$ cat src/rtl/apd_pkg.sv
package apd_pkg;
    // Default width of the rate field.
    parameter int unsigned RATE_W_DEF = 4;
    // Cycles the output stays high in each period; rates below this park it.
    parameter int unsigned PULSE_HIGH = 2;
endpackage

$ cat src/rtl/apd_rate_hold.sv
module apd_rate_hold #(
    parameter int unsigned RATE_W = apd_pkg::RATE_W_DEF
) (
    input  logic              clk_i,
    input  logic              rst_i,
    input  logic [RATE_W-1:0] rate_i,
    input  logic              wrap_i,
    output logic [RATE_W-1:0] rate_o,
    output logic              off_o,
    output logic              off_next_o
);
    localparam logic [RATE_W-1:0] OFF_LIMIT = RATE_W'(apd_pkg::PULSE_HIGH);

    typedef struct packed {
        logic [RATE_W-1:0] rate;
    } hold_t;

    hold_t st_d, st_q;

    always_comb begin
        st_d = st_q;
        // Adopt a new rate only on reset or when a period closes.
        if (rst_i || wrap_i) begin
            st_d.rate = rate_i;
        end
    end

    always_ff @(posedge clk_i) begin
        st_q <= st_d;
    end

    assign rate_o     = st_q.rate;
    assign off_o      = (st_q.rate < OFF_LIMIT);
    assign off_next_o = (st_d.rate < OFF_LIMIT);

    // the active rate stays fixed until a period boundary
    rate_midperiod_stable_chk: assert property (@(posedge clk_i) disable iff (rst_i)
        !wrap_i |=> (st_q.rate == $past(st_q.rate)));
endmodule

$ cat src/rtl/apd_phase_cnt.sv
module apd_phase_cnt #(
    parameter int unsigned RATE_W = apd_pkg::RATE_W_DEF
) (
    input  logic              clk_i,
    input  logic              rst_i,
    input  logic [RATE_W-1:0] limit_i,
    input  logic              off_i,
    output logic [RATE_W-1:0] cnt_next_o,
    output logic              wrap_o
);
    typedef struct packed {
        logic [RATE_W-1:0] cnt;
    } phase_t;

    phase_t st_d, st_q;
    logic   wrap;

    // A period ends on its last count, or on every cycle while parked.
    assign wrap = off_i || (st_q.cnt == limit_i);

    always_comb begin
        st_d = st_q;
        if (rst_i || wrap) begin
            st_d.cnt = '0;
        end else begin
            st_d.cnt = st_q.cnt + 1'b1;
        end
    end

    always_ff @(posedge clk_i) begin
        st_q <= st_d;
    end

    assign cnt_next_o = st_d.cnt;
    assign wrap_o     = wrap;

    // the phase never runs past the last count of the active period
    cnt_in_range_chk: assert property (@(posedge clk_i) disable iff (rst_i)
        !off_i |-> (st_q.cnt <= limit_i));
endmodule

$ cat src/rtl/apd_pulse_shape.sv
module apd_pulse_shape #(
    parameter int unsigned RATE_W = apd_pkg::RATE_W_DEF
) (
    input  logic              clk_i,
    input  logic              rst_i,
    input  logic              off_next_i,
    input  logic [RATE_W-1:0] cnt_next_i,
    output logic              aux_o
);
    localparam logic [RATE_W-1:0] HIGH_LIMIT = RATE_W'(apd_pkg::PULSE_HIGH);

    typedef struct packed {
        logic aux;
    } shape_t;

    shape_t st_d, st_q;

    always_comb begin
        st_d = st_q;
        if (rst_i) begin
            st_d.aux = 1'b1;
        end else begin
            st_d.aux = off_next_i || (cnt_next_i < HIGH_LIMIT);
        end
    end

    always_ff @(posedge clk_i) begin
        st_q <= st_d;
    end

    assign aux_o = st_q.aux;

    // once the output rises it holds high for a second cycle
    high_two_cycles_chk: assert property (@(posedge clk_i) disable iff (rst_i)
        $rose(st_q.aux) |=> st_q.aux);
endmodule

$ cat src/rtl/aux_pulse_divider.sv
module aux_pulse_divider #(
    parameter int unsigned RATE_W = apd_pkg::RATE_W_DEF
) (
    input  logic              clk_i,
    input  logic              rst_i,
    input  logic [RATE_W-1:0] rate_i,
    output logic              aux_clk_o
);
    logic [RATE_W-1:0] rate_act;
    logic [RATE_W-1:0] cnt_next;
    logic              off_now;
    logic              off_next;
    logic              wrap;

    apd_rate_hold #(.RATE_W(RATE_W)) u_hold (
        .clk_i      (clk_i),
        .rst_i      (rst_i),
        .rate_i     (rate_i),
        .wrap_i     (wrap),
        .rate_o     (rate_act),
        .off_o      (off_now),
        .off_next_o (off_next)
    );

    apd_phase_cnt #(.RATE_W(RATE_W)) u_cnt (
        .clk_i      (clk_i),
        .rst_i      (rst_i),
        .limit_i    (rate_act),
        .off_i      (off_now),
        .cnt_next_o (cnt_next),
        .wrap_o     (wrap)
    );

    apd_pulse_shape #(.RATE_W(RATE_W)) u_shape (
        .clk_i      (clk_i),
        .rst_i      (rst_i),
        .off_next_i (off_next),
        .cnt_next_i (cnt_next),
        .aux_o      (aux_clk_o)
    );

    // a parked divider keeps its output high
    parked_high_chk: assert property (@(posedge clk_i) disable iff (rst_i)
        off_now |-> aux_clk_o);
endmodule

$ cat config.mk
export PLATFORM = sky130hd
export DESIGN_NAME = aux_pulse_divider
export DESIGN_NICKNAME = d
export VERILOG_FILES = /design/src/rtl/apd_pkg.sv /design/src/rtl/apd_rate_hold.sv /design/src/rtl/apd_phase_cnt.sv /design/src/rtl/apd_pulse_shape.sv /design/src/rtl/aux_pulse_divider.sv
export SDC_FILE = /design/constraint.sdc
export NUM_CORES = 1
export LEC_CHECK = 0
export BUFFER_PORTS_ARGS = -buffer_cell sky130_fd_sc_hd__buf_2
export CORE_AREA = 4 4 41 43
export DETAILED_ROUTE_END_ITERATION = 6
export DIE_AREA = 0 0 45 47
export GPL_TIMING_DRIVEN = 1
export HOLD_SLACK_MARGIN = 0.05
export REMOVE_ABC_BUFFERS = 1
export SLEW_MARGIN = 10
export SYNTH_ARGS = -nofsm -noshare
export SYNTH_HDL_FRONTEND = slang
export SYNTH_HIERARCHICAL = 1
export SYNTH_SLANG_ARGS = --single-unit
$ cat constraint.sdc
create_clock -name clk_i -period 2.6 [get_ports clk_i]
set_input_delay 0.39 -clock clk_i [delete_from_list [all_inputs] [get_ports clk_i]]
set_output_delay 0.39 -clock clk_i [all_outputs]
set_load 0.02 [all_outputs]
Word-level counts from Yosys, hierarchy flattened:

Cells that the tools add are included.

* bits in latches: 0
* bits of input ports: 6
* memories kept: 0
* register bits after elaboration: 9
* word-level logic and storage cells: 13
* memory bits (read-only): 0
* RAM bits: 0
* output and inout port bits: 1

* reductions and logical operators: 3
* $add $sub $neg: 1
* div/mod/pow operators: 0
* bitwise gates (word level): 0
* order comparisons: 3
* shift operators: 0
* multipliers: 0
* multiplexer cells: 2
* equality and inequality tests: 1

Operators with widths (count)
* < comparator 4 x 2 -> 1 bit (second input constant): 3
* 2-to-1 mux 4 bit: 2
* adder 4 x 1 -> 4 bit (second input constant): 1
* == test 4 bit: 1
* logical OR 1 bit: 3

Longest topological paths before layout:

* depth in word-level cells: 6
* mapped depth: 6
* depth with buffers taken out: 6

By module:

The synthesis kept the hierarchy.

By module, submodules not included
* apd_phase_cnt: area each 211.5 µm², seq. area each 80.1 µm², cells each 18, instances 1
* apd_rate_hold: area each 165.2 µm², seq. area each 90.1 µm², cells each 12, instances 1
* apd_pulse_shape: area each 31.3 µm², seq. area each 20.0 µm², cells each 3, instances 1

Worst setup path after synthesis:

OpenSTA, ideal clock, no wires.

* path type: register -> register
* start point: register u_hold.st_q (netlist bit u_hold/rate_o[0])
* end point: register u_shape.st_q, in the netlist u_shape/aux_o
* arrival: 1.766 ns
* required time: 2.473 ns
* setup slack: 0.707 ns
* cell stages (with the launch flop): 7
* period minus slack after synthesis: 1.893 ns
* cells stage by stage: edfxtp_1 > xor2_1 > nor4_4 > or2_1 > nor2_4 > mux2_2 > or3_1

* word-level cells in the longest chain between the ends: 6
* elaborated cells on any way between the ends: 9
* those cells by class: order compare (3); eq/ne (1); mux (2); reduce/logical (3)

Ends and longest elaborated chain
* from (decl): RTL line apd_rate_hold.sv:18 `hold_t st_d, st_q;`
* from (signal assigned): RTL line apd_rate_hold.sv:29 `st_q <= st_d;`
* < comparator 4 x 2 -> 1 bit / == test 4 bit (equally long branches): RTL line apd_rate_hold.sv:33, apd_phase_cnt.sv:19
* logical OR 1 bit (*): RTL line apd_phase_cnt.sv:19 `assign wrap = off_i || (st_q.cnt == limit_i);`
* via wrap: RTL line aux_pulse_divider.sv:13 `logic wrap;`
* logical OR 1 bit (*): RTL line apd_rate_hold.sv:23 `if (rst_i || wrap_i) begin`
* 2-to-1 mux 4 bit (*): RTL line apd_rate_hold.sv:23
* < comparator 4 x 2 -> 1 bit (*): RTL line apd_rate_hold.sv:34 `assign off_next_o = (st_d.rate < OFF_LIMIT);`
* via off_next: RTL line aux_pulse_divider.sv:12 `logic off_next;`
* logical OR 1 bit (*): RTL line apd_pulse_shape.sv:23 `st_d.aux = off_next_i || (cnt_next_i < HIGH_LIMIT);`
* to (signal assigned): RTL line apd_pulse_shape.sv:28 `st_q <= st_d;`
* to (decl): RTL line apd_pulse_shape.sv:16 `shape_t st_d, st_q;`

The timed path passes the listed nets; every way through them passes the cells marked *.
A chain may end at the register's enable or synchronous reset.

Worst setup path after layout:

Same ends and word-level chain as after synthesis.

==> impl_metrics.yaml <==
timing:
  relSlewSlack_pct: 74.2
  rsz0062_at_grt: "no"
  max_slew.worst_pin.slew_ps: 383
  maxSlewViolCount: 0
  finalSetupViolCount: 0
  worst_slack_ps: 602
  timing.fmax_ghz: 0.500
  min_period_over_period_pct: 76.9
  hold_violations: 0
  hold_slack_ps: 309
  fin_tns_setup_ps: 0
  post-route-min-period_ps: 2000
  skew_ps: 3.02
route:
  highest_layer: "met3"
  wl_met2_um: 261
  avgRoutedWirePerCell_um: 10.9
  vias: 270
  dr.first_iter.drc_count: 4
  drc_errors: 0
  drtAntennaViolNets: 0
  wl_met1_um: 310
  routed_wl_um: 635
  viasPerCell: 4.66
  dr_wl_met3_um: 63
  dr.pass1.iters: 2
logic_synthesis:
  netlist_instances: 33
  ys_types: 16
  synth.cell_area_sq_um: 408
  yosys_warnings: 6
  syn_area_per_cell_sq_um: 12.4
  yosysSeqAreaShare_pct: 46.6
  synth_seq_cells: 9
final_layout:
  most-common-layout-cells: "dfxtp_1, buf_2, xor2_1"
  nFillCells: 141
  final_area_sq_um: 484
  regArea_sq_um: 190
  syn_to_final_growth_pct: 18.7
  final_nets: 51
  drive_gt1_share_pct: 41.9
  final_common_cell: "dfxtp_1"
  multiInputGateArea_sq_um: 214
  antenna_cells: 0
clock_tree:
  cts_max_level: 1
  numCtsBuffers: 3
  cts_tree: "built"
  cts-root-buf: "clkbuf_4"
  cts_resized: 0
  post_cts_buffers: 0
  cts.sinks: 9
  clk_pin_slew_ps: 60
  clock_latency_ps: 260
  cts_hold_buf: 0
  cts_max_path_buffers: 2
floorplanning:
  die_w_um: 45
  start_util_pct: 31.3
  core_sq_um: 1300
  die_area_sq_um: 2120
  io_pins: 7
  die_h_um: 47
  rows: 13
power:
  leakage_nw: 0.194
  ir_worst_vdd_mv: 0.446
  power_density_nw_per_um2: 818
setup_path:
  path_class: "flop to flop"
  cp_max_fo: 5
  startpoint_type: "flop"
  r2r_start: "u_hold/rate_o[0]$_DFFE_PN_"
  path_buf_inv: 0
  regToRegEndpoint: "u_shape/aux_o$_SDFF_PP1_"
  required_ps: 2750
  cp_slowest_cell: "edfxtp_1"
  cpPeakStageDelay_ps: 390
  cp-endpoint: "u_shape/aux_o$_SDFF_PP1_"
  r2r_cells: 6
  cp_cell_sequence: "xor2_1 -> nor4_4 -> or2_1 -> nor2_4 -> mux2_2 -> or3_1"
  crit_family: "simple AND/OR/NAND/NOR gates"
  cp.arrival_ps: 2150
  cp.depth: 6
  end_kind: "flop"
  crit_start: "u_hold/rate_o[0]$_DFFE_PN_"
  reg2reg_setup_slack_ps: 600
placement:
  dpl.hpwl_um: 478
  gp_congestion: 0.678
  dpl_cell_area_sq_um: 457
  dp_slack_ps: 619
  port_buffers: 6
hold_path:
  hp-class: "primary input to flop"
grt:
  grt_max_degree: 7
  grt_pass1_wl_um: 1060
  track_usage_pct: 7.71
  grt_pass1_vias: 267
  antenna_found_initial: 0
  overflow: 0
run_status:
  status: "finished, final reports clean"
job:
  drv_cap: 0
## metrics by stage
stage	total power, mW	cells	utilization, %
6_report	0.396	58	37.2
3_5_place_dp	0.291	54	35.1
5_1_grt	0.421	58	37.2
3_3_place_gp	0.291	54	35.1
2_1_floorplan	0.269	33	-
4_1_cts	0.404	58	37.2
## sequential cells by signal (all words and copies together), names as in the netlist
signal and count:
u_cnt/st_q 4, u_shape/aux_o 1, u_hold/rate_o 4
## worst reg2reg max path: stages (launching register included)
cell and delay, ps:
edfxtp_1 390, xor2_1 250, nor4_4 100, or2_1 250, nor2_4 180, mux2_2 350
or3_1 360
## layout make-up
type	count	share of cell area, %
inverter	1	0.775
timing repair buffer	6	6.20
sequential	9	39.3
clock buffer	3	4.65
tap	15	3.88
multi-input combinational	23	44.2
clock inverter	1	1.03
## synthesized netlist by cell type (all sizes together)
library cell / instances / area [sq um]
nor4b: 1 / 15.0
mux2: 4 / 45.0
or2: 1 / 6.26
xor2: 5 / 43.8
ha: 1 / 12.5
edfxtp: 1 / 30.0
nor2: 1 / 11.3
or3: 1 / 6.26
dfxtp: 8 / 160
xnor2: 1 / 8.76
nand3: 1 / 5.00
nor4: 4 / 40.0
inv: 1 / 3.75
nor3: 3 / 20.0
## cells by family after synthesis
kind of cell | after synthesis | synth area share, %
adders and majority gates | 1 | 3.07
and+or+nand+nor | 12 | 25.5
DFF | 9 | 46.6
buffers and inverters | 1 | 0.919
xor gates and xnor gates | 6 | 12.9
muxes | 4 | 11.0
## per-layer routing
| metal | GRT usage, % | vias up |
|---|---|---|
| li1 | - | 141 |
| met1 | 8.33 | 122 |
| met2 | 10.5 | 7 |
| met3 | 6.90 | 0 |
| met4 | 3.51 | 0 |
| met5 | 0 | - |
## power breakdown
group          total (mW)  internal [mW]  switching [mW]
clock network       0.108         0.0568          0.0511
logic               0.100         0.0494          0.0506
registers           0.188          0.166          0.0223
total               0.396          0.272           0.124
## worst min-delay path by stage
stage,slack (ps),from,cells past startpoint,endpoint
global route,300,rate_i[0],1,u_hold/rate_o[0]$_DFFE_PN_
finish,310,rate_i[0],1,u_hold/rate_o[0]$_DFFE_PN_
CTS,300,rate_i[0],1,u_hold/rate_o[0]$_DFFE_PN_
global placement,490,u_cnt/st_q[0]$_DFF_P_,1,u_cnt/st_q[0]$_DFF_P_
detailed placement,500,u_cnt/st_q[0]$_DFF_P_,1,u_cnt/st_q[0]$_DFF_P_
floorplan,470,rst_i,1,u_cnt/st_q[0]$_DFF_P_
(Power assumes the default switching activity.)
